===== config.mk =====
export PLATFORM = sky130hd
export DESIGN_NAME = oc_channel
export DESIGN_NICKNAME = d
export VERILOG_FILES = /design/src/rtl/oc_pkg.sv /design/src/rtl/oc_upcnt.sv /design/src/rtl/oc_cmp_reg.sv /design/src/rtl/oc_lvl_fsm.sv /design/src/rtl/oc_evt_flag.sv /design/src/rtl/oc_channel.sv
export SDC_FILE = /design/constraint.sdc
export NUM_CORES = 1
export LEC_CHECK = 0
export BUFFER_PORTS_ARGS = -buffer_cell sky130_fd_sc_hd__buf_2
export CAP_MARGIN = 20
export CORE_ASPECT_RATIO = 1.25
export CORE_UTILIZATION = 30
export CTS_CLUSTER_SIZE = 28
export DETAILED_ROUTE_END_ITERATION = 7
export PLACE_DENSITY_LB_ADDON = 0.05
export SLEW_MARGIN = 20
export SYNTH_ARGS = -nofsm -noshare
export SYNTH_HDL_FRONTEND = slang
export SYNTH_SLANG_ARGS = --single-unit

===== constraint.sdc =====
create_clock -name clk -period 2.2 [get_ports clk]
set_input_delay 0.66 -clock clk [delete_from_list [all_inputs] [get_ports clk]]
set_output_delay 0.66 -clock clk [all_outputs]
set_load 0.1 [all_outputs]

===== src/rtl/oc_pkg.sv =====
package oc_pkg;

    typedef enum logic [2:0] {
        MODE_FROZEN      = 3'b000,
        MODE_ACT_MATCH   = 3'b001,
        MODE_INACT_MATCH = 3'b010,
        MODE_TOGGLE      = 3'b011,
        MODE_FORCE_LO    = 3'b100,
        MODE_FORCE_HI    = 3'b101,
        MODE_PWM_A       = 3'b110,
        MODE_PWM_B       = 3'b111
    } oc_mode_e;

    typedef enum logic {
        LVL_INACTIVE = 1'b0,
        LVL_ACTIVE   = 1'b1
    } lvl_state_e;

    typedef enum logic [1:0] {
        TR_HOLD  = 2'b00,
        TR_SET   = 2'b01,
        TR_CLEAR = 2'b10,
        TR_FLIP  = 2'b11
    } lvl_trans_e;

endpackage


===== src/rtl/oc_upcnt.sv =====
module oc_upcnt #(
    parameter int W = 16
) (
    input  logic         clk,
    input  logic         rst_n,
    input  logic [W-1:0] arr_i,
    input  logic         sw_upd_i,
    output logic [W-1:0] cnt_o,
    output logic         upd_o
);

    logic at_top;

    assign at_top = (cnt_o == arr_i);
    assign upd_o  = sw_upd_i | at_top;

    always_ff @(posedge clk or negedge rst_n) begin
        if (!rst_n) begin
            cnt_o <= '0;
        end else if (upd_o) begin
            cnt_o <= '0;
        end else begin
            cnt_o <= cnt_o + 1'b1;
        end
    end

endmodule


===== src/rtl/oc_cmp_reg.sv =====
module oc_cmp_reg #(
    parameter int W = 16
) (
    input  logic         clk,
    input  logic         rst_n,
    input  logic         wr_i,
    input  logic [W-1:0] wdata_i,
    input  logic         preload_i,
    input  logic         upd_i,
    output logic [W-1:0] active_o
);

    localparam logic [W-1:0] RST_VAL = {W{1'b1}};

    logic [W-1:0] shadow_q;

    always_ff @(posedge clk or negedge rst_n) begin
        if (!rst_n) begin
            shadow_q <= RST_VAL;
        end else if (wr_i) begin
            shadow_q <= wdata_i;
        end
    end

    always_ff @(posedge clk or negedge rst_n) begin
        if (!rst_n) begin
            active_o <= RST_VAL;
        end else if (!preload_i) begin
            if (wr_i) begin
                active_o <= wdata_i;
            end
        end else if (upd_i) begin
            active_o <= wr_i ? wdata_i : shadow_q;
        end
    end

endmodule


===== src/rtl/oc_lvl_fsm.sv =====
module oc_lvl_fsm
    import oc_pkg::*;
#(
    parameter int W = 16
) (
    input  logic         clk,
    input  logic         rst_n,
    input  oc_mode_e     mode_i,
    input  logic [W-1:0] cnt_i,
    input  logic [W-1:0] cmp_i,
    input  logic         match_i,
    output logic         level_o
);

    lvl_state_e state_q;
    lvl_state_e state_nx;
    lvl_trans_e trans;
    logic       below;

    assign below = (cnt_i < cmp_i);

    // Transition choice from mode and comparison
    always_comb begin
        trans = TR_HOLD;
        unique case (mode_i)
            MODE_FROZEN:      trans = TR_HOLD;
            MODE_ACT_MATCH:   trans = match_i ? TR_SET   : TR_HOLD;
            MODE_INACT_MATCH: trans = match_i ? TR_CLEAR : TR_HOLD;
            MODE_TOGGLE:      trans = match_i ? TR_FLIP  : TR_HOLD;
            MODE_FORCE_LO:    trans = TR_CLEAR;
            MODE_FORCE_HI:    trans = TR_SET;
            MODE_PWM_A:       trans = below ? TR_SET   : TR_CLEAR;
            MODE_PWM_B:       trans = below ? TR_CLEAR : TR_SET;
        endcase
    end

    always_comb begin
        state_nx = state_q;
        unique case (trans)
            TR_HOLD:  state_nx = state_q;
            TR_SET:   state_nx = LVL_ACTIVE;
            TR_CLEAR: state_nx = LVL_INACTIVE;
            TR_FLIP:  state_nx = (state_q == LVL_ACTIVE) ? LVL_INACTIVE : LVL_ACTIVE;
        endcase
    end

    // State register
    always_ff @(posedge clk or negedge rst_n) begin
        if (!rst_n) begin
            state_q <= LVL_INACTIVE;
        end else begin
            state_q <= state_nx;
        end
    end

    // Output decode
    always_comb begin
        level_o = (state_q == LVL_ACTIVE);
    end

endmodule


===== src/rtl/oc_evt_flag.sv =====
module oc_evt_flag (
    input  logic clk,
    input  logic rst_n,
    input  logic match_i,
    input  logic clr_i,
    input  logic ien_i,
    output logic flag_o,
    output logic irq_o
);

    always_ff @(posedge clk or negedge rst_n) begin
        if (!rst_n) begin
            flag_o <= 1'b0;
        end else if (match_i) begin
            flag_o <= 1'b1;
        end else if (clr_i) begin
            flag_o <= 1'b0;
        end
    end

    assign irq_o = flag_o & ien_i;

endmodule


===== src/rtl/oc_channel.sv =====
module oc_channel
    import oc_pkg::*;
#(
    parameter int W = 16
) (
    input  logic         clk,
    input  logic         rst_n,
    input  logic [W-1:0] arr_i,
    input  logic [2:0]   mode_i,
    input  logic         preload_en_i,
    input  logic         cmp_wr_i,
    input  logic [W-1:0] cmp_wdata_i,
    input  logic         sw_update_i,
    input  logic         flag_clr_i,
    input  logic         irq_en_i,
    output logic [W-1:0] cnt_o,
    output logic [W-1:0] cmp_o,
    output logic         oc_out_o,
    output logic         flag_o,
    output logic         irq_o
);

    logic     upd;
    logic     match;
    oc_mode_e mode;

    assign mode  = oc_mode_e'(mode_i);
    assign match = (cnt_o == cmp_o);

    oc_upcnt #(.W(W)) u_cnt (
        .clk      (clk),
        .rst_n    (rst_n),
        .arr_i    (arr_i),
        .sw_upd_i (sw_update_i),
        .cnt_o    (cnt_o),
        .upd_o    (upd)
    );

    oc_cmp_reg #(.W(W)) u_cmp (
        .clk       (clk),
        .rst_n     (rst_n),
        .wr_i      (cmp_wr_i),
        .wdata_i   (cmp_wdata_i),
        .preload_i (preload_en_i),
        .upd_i     (upd),
        .active_o  (cmp_o)
    );

    oc_lvl_fsm #(.W(W)) u_fsm (
        .clk     (clk),
        .rst_n   (rst_n),
        .mode_i  (mode),
        .cnt_i   (cnt_o),
        .cmp_i   (cmp_o),
        .match_i (match),
        .level_o (oc_out_o)
    );

    oc_evt_flag u_flag (
        .clk     (clk),
        .rst_n   (rst_n),
        .match_i (match),
        .clr_i   (flag_clr_i),
        .ien_i   (irq_en_i),
        .flag_o  (flag_o),
        .irq_o   (irq_o)
    );

endmodule


* Yosys cells after proc, flatten, opt, wreduce, memory -nomap -nowiden
Index checks and enable logic that the tools add are counted.
Storage, ports and cells: register bits 50, input port bits 42, output and inout bits 35, logic and storage cells 42
Operators by class: add/sub/neg operators 1, $lt $le $gt $ge 1, equal/unequal tests 13, multiplexer cells 15, bitwise operators 2, reductions and logical operators 5
Operator list (count):
- 16-bit two-way mux | 5
- 16-bit equality test | 2
- 16-bit by 1-bit adder with 16-bit output (second input constant) | 1
- 16-bit < comparator | 1
- 2-bit case mux with 8 select lines | 1
- 3-bit equality test (second input constant) | 4
- 2-bit two-way mux | 4
- 3-bit by 2-bit equality test with 1-bit output (second input constant) | 2
- 2-bit equality test (second input constant) | 2
- 1-bit two-way mux | 4
- 2-bit nonzero test | 2
- 3-bit by 1-bit equality test with 1-bit output (second input constant) | 1
- 3-bit logical NOT | 1
- 1-bit case mux with 3 select lines | 1
- 2-bit by 1-bit equality test with 1-bit output (second input constant) | 1
- 2-bit logical NOT | 1
- 2-bit by 1-bit != test with 1-bit output (second input constant) | 1
- 2-bit AND reduction | 1
- 1-bit AND | 1
- 1-bit bitwise OR | 1

* Depth between registers and ports, before layout
Gate-level depths: netlist (run 1).
depth in word-level cells 5, gate-level depth with buffers 9, depth with buffers taken out 8

* Modules after synthesis
Synthesis (run 1) repeated with hierarchy kept, for this count alone.
Unflattened totals: cells, all modules 332, area total of the unflattened synthesis 3159.3 um2
Modules (own cells, without submodules):
- oc_cmp_reg | times used 1, cells an instance 143, area each 1480.2 um2, seq. area each 840.8 um2
- oc_upcnt | times used 1, cells an instance 101, area each 975.9 um2, seq. area each 400.4 um2
- oc_lvl_fsm | times used 1, cells an instance 63, area each 483.0 um2, seq. area each 25.0 um2
- oc_channel | times used 1, cells an instance 21, area each 177.7 um2, seq. area each 0.0 um2
- oc_evt_flag | times used 1, cells an instance 4, area each 42.5 um2, seq. area each 25.0 um2

* Worst setup path after synthesis (run 1)
No wires, ideal clock.
path type reg2out, start point reg u_flag.flag_o, end point out irq_o, arrival 1.777 ns, required time 1.540 ns, slack -0.237 ns, stages on the path, launching flop included 2, path buffers 0, path through dfrtp_1 -> and2_1
Between the ends: word-level cells in the longest chain between the ends 1
Ends and longest elaborated chain:
- from (decl) | line oc_evt_flag.sv:7 | output logic flag_o,
- from (signal assigned) | line oc_evt_flag.sv:13 | flag_o <= 1'b0;
- from (signal assigned) | line oc_evt_flag.sv:15 | flag_o <= 1'b1;
- from (signal assigned) | line oc_evt_flag.sv:17 | flag_o <= 1'b0;
- 1-bit AND | line oc_evt_flag.sv:21 | assign irq_o = flag_o & ien_i;
- to (decl) | line oc_channel.sv:20 | output logic irq_o
Every way passes these cells.

* Worst setup path after layout (run 1)
start point reg u_cmp.active_o[5], end point reg u_fsm.state_q (netlist: u_fsm.level_o)
Between the ends: word-level cells in the longest chain between the ends 5, elaborated cells between the ends (all ways) 13, those cells by class order compare: 1; eq/ne: 4; mux: 7; reduce/logical: 1
Ends and longest elaborated chain:
- from (decl) | line oc_cmp_reg.sv:10 | output logic [W-1:0] active_o
- from (signal assigned) | line oc_cmp_reg.sv:30 | active_o <= wdata_i;
- from (signal assigned) | line oc_cmp_reg.sv:33 | active_o <= wr_i ? wdata_i : shadow_q;
- 16-bit < comparator / 16-bit equality test (equally long branches) | line oc_lvl_fsm.sv:20, oc_channel.sv:28
- 2-bit two-way mux (tied with other cells) | line oc_lvl_fsm.sv:33 | MODE_PWM_B: trans = below ? TR_CLEAR : TR_SET;
- 2-bit case mux with 8 select lines (*) | line oc_lvl_fsm.sv:25 | unique case (mode_i)
- 2-bit equality test / 2-bit by 1-bit equality test with 1-bit output (equally long branches) | line oc_lvl_fsm.sv:39 | unique case (trans)
- 1-bit case mux with 3 select lines | line oc_lvl_fsm.sv:39
- to (signal assigned) | line oc_lvl_fsm.sv:52 | state_q <= state_nx;
- to (decl) | line oc_lvl_fsm.sv:15 | lvl_state_e state_q;
Mark *: on every way between the ends. The rest lies on a longest branch, timed or not. A chain may end at the register's enable or synchronous reset.

==> results of run 1 <==
where the power goes:
group / leakage (nW) / total [mW] / internal [mW] / switching [mW]
Sequential: 0.560 / 1.11 / 1.05 / 0.0555
Combinational: 1.05 / 0.685 / 0.172 / 0.513
Clock: 0.0814 / 0.886 / 0.539 / 0.348
Total: 1.69 / 2.68 / 1.76 / 0.916
metrics by stage:
| step | area, sq um | hold slack (ns) | worst slack [ns] | TNS [ns] | instances |
|---|---|---|---|---|---|
| final | 3590 | 0.370 | 0.0953 | 0 | 474 |
| after global routing | 3590 | 0.421 | 0.00529 | 0 | 474 |
| after CTS | 3560 | 0.394 | 0.0607 | 0 | 474 |
| after detailed placement | 3400 | 0.490 | -0.0460 | -0.401 | 466 |
| after global placement | 3400 | 0.488 | -0.0716 | -0.872 | 466 |
| after floorplan | 2840 | 0.364 | 0.00211 | 0 | 268 |
how the worst max path moves through the flow:
stage,end,slack (ns),depth (start not counted)
after global placement,u_cmp.active_o[3]$_DFFE_PN1P_,-0.07,7
final,u_fsm.level_o$_DFFE_PN0P_,0.1,8
after global routing,u_fsm.level_o$_DFFE_PN0P_,0.005,6
after floorplan,u_fsm.level_o$_DFFE_PN0P_,0.002,7
after CTS,u_fsm.level_o$_DFFE_PN0P_,0.06,8
after detailed placement,u_cmp.active_o[11]$_DFFE_PN1P_,-0.05,7
cells in the final DEF, fill, tap and decap left out, types with 2 or more instances in the layout:
| cell type | Yosys | final |
|---|---|---|
| o22ai_1 | 16 | 16 |
| nor2_1 | 18 | 18 |
| a21oi_1 | 26 | 26 |
| dfstp_2 | 32 | 25 |
| clkbuf_16 | 0 | 5 |
| a21o_1 | 2 | 2 |
| inv_1 | 26 | 25 |
| nand3_1 | 7 | 7 |
| nand2_1 | 11 | 11 |
| and3_1 | 2 | 2 |
| buf_12 | 0 | 3 |
| nand4_1 | 5 | 5 |
| or3_1 | 4 | 4 |
| buf_4 | 1 | 6 |
| buf_2 | 3 | 75 |
| dfrtp_1 | 18 | 2 |
| and2_1 | 3 | 2 |
| nor3_1 | 3 | 2 |
| o21ai_0 | 9 | 9 |
| dfrtp_2 | 0 | 16 |
| o22ai_2 | 2 | 2 |
| ha_1 | 17 | 16 |
| xor2_1 | 21 | 21 |
| nor4_1 | 3 | 3 |
| dfstp_4 | 0 | 7 |
| xnor2_1 | 5 | 5 |
| mux2_2 | 15 | 15 |
area by class of cell:
type | count | area, sq um | share of cell area (%)
multi-input cells | 183 | 1350 | 37.7
inverters | 26 | 97.6 | 2.72
flip-flops and latches | 50 | 1340 | 37.3
repair buffers | 84 | 480 | 13.4
clock inverters | 2 | 36.3 | 1.01
well taps | 123 | 154 | 4.29
clock buffers | 6 | 129 | 3.59
layer usage:
metal	share of wire [%]	GRT usage [%]
met5	0	0
met4	1.4	4.84
met3	3.8	2.40
met2	48	25.4
met1	47	19.0
flip-flops by register name, summed over array words and instances (netlist names):
name and cells:
u_cmp.active_o 16, u_cmp.shadow_q 16, u_cnt.cnt_o 16, u_flag.flag_o 1
u_fsm.level_o 1
worst max-delay path: stages (launching register included):
cell      delay (ns)
dfstp_4         0.62
inv_2           0.05
ha_4            0.26
a21o_1          0.10
a21o_1          0.10
a21oi_1         0.06
o21a_1          0.17
or2_2           0.27
a222oi_1        0.35
cells by family after synthesis:
logic type / after synthesis / synth area share, %
buf+inv: 35 / 6.06
simple gates: 61 / 11.4
mux: 16 / 6.42
flops: 50 / 46.3
fa+ha+maj: 17 / 7.63
xor+xnor: 26 / 8.17
compound gates: 63 / 14.0
==> results by group, run 1 <==
Global routing
  • First-pass GRT wire length: 10.9 mm
  • GRT Total Usage: 14.9%
  • Grt ovf: 0
  • Antenna violations before repair: 0
  • Vias in the first global route: 2171
  • Largest net degree at the start of global routing: 25

Floorplanning
  • IO Count: 77
  • Die Height: 110 microns
  • Core area: 0.00908 sq mm
  • FP Rows: 39
  • Die Footprint: 0.00969 sq mm
  • Die X-Extent: 88.2 microns
  • Initial Util: 30.7%

STA
  • Final period utilization: 95.7%
  • Slew of the pin with the lowest slew margin: 0.590 ns
  • Fmax: 475 MHz
  • Period minus WS final: 2.10 ns
  • Slew HR: 60.7%
  • Setup-failing EPs final: 0
  • RSZ-0062 raised after global routing: no
  • Count of pins over their slew limit: 0
  • Max Clock Skew: 0.00420 ns
  • Final Hold Vio Count: 0

Route
  • Post-DR vias/cell: 4.64
  • DR iter-0 viols: 52
  • DR WL/cell: 14.3 microns
  • Routed WL: 6.79 mm
  • Number of remaining DRC errors: 0
  • Via Count: 2201
  • Routed Antenna Nets: 0
  • Detailed Routing Iterations Pass 1: 4

Clocking
  • Clock Path Buffers: 2
  • Clk_lat worst skew: 0.29 ns
  • CTS Hold Bufs: 0
  • Worst-path clk slew: 0.07 ns
  • Total CTS buffers: 5
  • # resized after CTS: 0
  • Clock Sinks: 50
  • CTS tree: done
  • CTS root buffer: clkbuf_16
  • Setup Buffers After CTS: 0
  • Clock H-tree levels: 2

Cells and area
  • Fin util: 39.5%
  • Fraction of layout cells with a size suffix above 1: 47.9%
  • Area Overhead vs Synth: 28.6%
  • Fill count: 949
  • Nets: 409
  • Ant. Diodes: 0

Yosys
  • Ranking of synthesized cells by area: dfstp_2 (30%), dfrtp_1 (16%), ha_1 (7.6%)
  • Post-Syn Instances: 268
  • #FFs+latches synth: 50
  • Synthesized Nets: 327
  • Post-synth EDFFs: 0
  • Cell type with the largest total area after synthesis: dfstp_2
  • Synth unique cells: 38
  • Main flop type after synthesis: dfstp_2
  • Mapped Avg Cell Area: 10.4 sq um
  • Register area share after synthesis: 46.3%
  • Most instantiated library cell after synthesis: dfstp_2
  • Synth Warn #: 0
  • Mapped Area: 0.00279 sq mm
  • Synth top area share: 30.1%
  • Async set or reset register ratio after synthesis: 100%
  • Top cells by count, synth: dfstp_2 (32), a21oi_1 (26), inv_1 (26)

Placement
  • Post-DP HPWL: 5.29 mm
  • Port bufs: 76
  • RD Place Congestion: 0.715

Setup path
  • Worst setup path category: reg -> reg
  • FF-to-FF path depth: 8
  • CP startpoint: u_cmp.active_o[5]$_DFFE_PN1P_
  • Critical Path End Type: flop
  • WP data required: 2.37 ns
  • FF-to-FF End: u_fsm.level_o$_DFFE_PN0P_
  • Worst flop-to-flop path startpoint: u_cmp.active_o[5]$_DFFE_PN1P_
  • Setup slack, reg-to-reg: 0.1 ns
  • CP startpoint kind: flop
  • CP max FO: 2
  • Worst Path Arrival: 2.28 ns

Hold path
  • Type of the tightest min-delay check: in -> async

Pwr
  • Maximum vdd drop: 0.338 mV
  • Leakage: 1.69 nW
  • Pwr Total: 2.68 mW
  • P per Cell Area: 747 mW/mm^2

Status
  • Status: finished clean

Flow run
  • Max-cap violations: 0
Power figures use the tool's default switching activity.
==> run 2, diff against run 1 <==
--- a/config.mk
+++ b/config.mk
@@ -5,6 +5,7 @@
 export SDC_FILE = /design/constraint.sdc
 export NUM_CORES = 1
 export LEC_CHECK = 0
+export ABC_AREA = 1
 export BUFFER_PORTS_ARGS = -buffer_cell sky130_fd_sc_hd__buf_2
 export CAP_MARGIN = 20
 export CORE_ASPECT_RATIO = 1.25
==> run 2 against run 1 <==
Compared with the run above: flip-flop and latch count is the same; non-clock buffer count shrank 5; clock-buffer cell count grew 2; critical path depth shrank 7; via count grew 22%; sequential share of layout area shrank 3.3 points; synthesized area grew 10%; combinational power grew 12%; maximum frequency grew 4.3%; global-route usage is essentially flat; total power grew 4.7%; critical endpoint is now cnt_o[8]; largest cell class unchanged; highest routed layer unchanged.
==> results by group, run 2 <==
Floorplanning
  • Initial Util: 31.4%
  • Die Footprint: 0.0106 sq mm
  • Die X-Extent: 92.4 microns
  • IO Count: 77
  • FP Rows: 40
  • Die Height: 115 microns
  • Core area: 0.00976 sq mm

Cells and area
  • Ant. Diodes: 0
  • Largest regs: u_cmp.active_o: 16 flops, u_cmp.shadow_q: 16 flops, u_cnt.cnt_o: 16 flops
  • Nets: 540
  • Fin cells: 608
  • Fraction of layout cells with a size suffix above 1: 27.0%
  • Commonest non-fill, non-tap cell in the layout: nand2_1
  • Area Overhead vs Synth: 24.3%
  • Fin util: 39.1%
  • Most frequent cells in the layout: nand2_1 (115), buf_2 (75), inv_1 (58)

Global routing
  • First-pass GRT wire length: 12.4 mm
  • GRT Total Usage: 14.9%
  • Antenna violations before repair: 0
  • Vias in the first global route: 2499
  • Largest net degree at the start of global routing: 33
  • Grt ovf: 0

Placement
  • RD Place Congestion: 0.753
  • Port bufs: 76
  • Post-DP HPWL: 5.72 mm
  • DP Cell Count: 600
  • Place WS: 0.111 ns

Route
  • DR iter-0 viols: 54
  • Number of remaining DRC errors: 0
  • Post-DR vias/cell: 4.41
  • Routed Antenna Nets: 0
  • DR WL/cell: 12.3 microns
  • Via Count: 2683
  • Detailed Routing Iterations Pass 1: 4
  • Routed WL: 7.49 mm

Clocking
  • Clock Sinks: 50
  • CTS Hold Bufs: 0
  • CTS root buffer: clkbuf_16
  • Clock H-tree levels: 2
  • # resized after CTS: 0
  • Worst-path clk slew: 0.06 ns
  • CTS tree: done
  • Setup Buffers After CTS: 0
  • Clock Path Buffers: 2
  • Total CTS buffers: 5
  • Clk_lat worst skew: 0.29 ns

STA
  • RSZ-0062 raised after global routing: no
  • Count of pins over their slew limit: 0
  • Setup WS post-layout: 0.182 ns
  • Slew of the pin with the lowest slew margin: 0.487 ns
  • Slew HR: 67.5%
  • Setup TNS: 0 ns
  • Final period utilization: 91.7%
  • Fmax: 496 MHz
  • Max Clock Skew: 0.00565 ns
  • Period minus WS final: 2.02 ns
  • Final Hold Vio Count: 0
  • Setup-failing EPs final: 0

Setup path
  • CP startpoint kind: flop
  • WP buf/inv: 1
  • WP data required: 1.54 ns
  • Top Family by Delay on Critical Path: flip-flops
  • Critical Path End Type: output pin
  • Slowest-stage cell, CP: dfrtp_1
  • Worst Path Arrival: 1.36 ns
  • Critical path's largest stage delay: 0.57 ns
  • Worst setup path category: reg -> out
  • Critical-path cell list: buf_2
  • CP startpoint: u_cnt.cnt_o[8]$_DFF_PN0_
  • Worst flop-to-flop path startpoint: u_cmp.active_o[3]$_DFFE_PN1P_
  • CP max FO: 8

Status
  • Status: finished clean

Hold path
  • Type of the tightest min-delay check: in -> async

Yosys
  • Synth Warn #: 0
  • Synth unique cells: 29
  • Ranking of synthesized cells by area: dfstp_2 (27%), dfrtp_1 (15%), nand2_1 (14%)
  • #FFs+latches synth: 50
  • Mapped Area: 0.00307 sq mm
  • Most instantiated library cell after synthesis: nand2_1
  • Mapped Avg Cell Area: 7.53 sq um
  • Cell type with the largest total area after synthesis: dfstp_2
  • Post-synth EDFFs: 0
  • Synth top area share: 27.4%
  • Main flop type after synthesis: dfstp_2
  • Top cells by count, synth: nand2_1 (115), inv_1 (58), nor2_1 (36)
  • Async set or reset register ratio after synthesis: 100%
  • Synthesized Nets: 466
  • Post-Syn Instances: 407
  • Register area share after synthesis: 42.1%

Pwr
  • Maximum vdd drop: 0.356 mV
  • Leakage: 2.01 nW
  • P per Cell Area: 736 mW/mm^2

Flow run
  • Max-cap violations: 0
run 2: final timing paths:
kind                                                       end  slack, ns  depth (start not counted)
worst max register to register       u_fsm.level_o$_DFFE_PN0P_       0.39                         11
max in group asynchronous       u_cmp.active_o[12]$_DFFE_PN1P_       1.27                          2
min in group clk                 u_cmp.active_o[1]$_DFFE_PN1P_       0.47                          2
worst max-delay path                                  cnt_o[8]       0.18                          1
worst min register to register   u_cmp.active_o[1]$_DFFE_PN1P_       0.47                          2
worst min-delay path                  u_cnt.cnt_o[3]$_DFF_PN0_       0.33                          1
run 2: per-stage QoR:
stage,cell area [sq um],hold WS [ns],total power [mW]
2_1_floorplan,3070,0.364,1.72
3_3_place_gp,3620,0.462,1.89
3_5_place_dp,3620,0.467,1.90
4_1_cts,3810,0.343,2.86
5_1_grt,3810,0.372,2.95
6_report,3810,0.330,2.81
run 2: cell families after synthesis:
kind of cell	count (synthesis)	share of synthesized area, %
adders and majority gates	17	6.94
and+or+nand+nor	201	28.1
DFF	50	42.1
buffers and inverters	71	9.18
AOI/OAI and AO/OA	49	8.24
xor gates and xnor gates	19	5.43
run 2: power by group:
group	switching [mW]	leakage [nW]	total, mW	internal [mW]
combinational	0.592	1.34	0.764	0.172
sequential	0.0576	0.578	1.10	1.04
clock	0.348	0.0935	0.940	0.592
run 2: layout make-up:
cell class | count | area [sq um]
Sequential cell | 50 | 1290
Fill cell | 1048 | 5950
Timing Repair Buffer | 79 | 455
Multi-Input combinational cell | 286 | 1490
Tap cell | 126 | 158
Clock buffer | 8 | 189
Inverter | 59 | 221
run 2: routing by layer:
metal / up-vias / global-route usage [%] / routed length, microns
met2: 50 / 26.3 / 3730
met5: - / 0 / 0
met3: 8 / 2.25 / 260
li1: 1435 / - / -
met1: 1190 / 18.8 / 3410
met4: 0 / 4.38 / 87
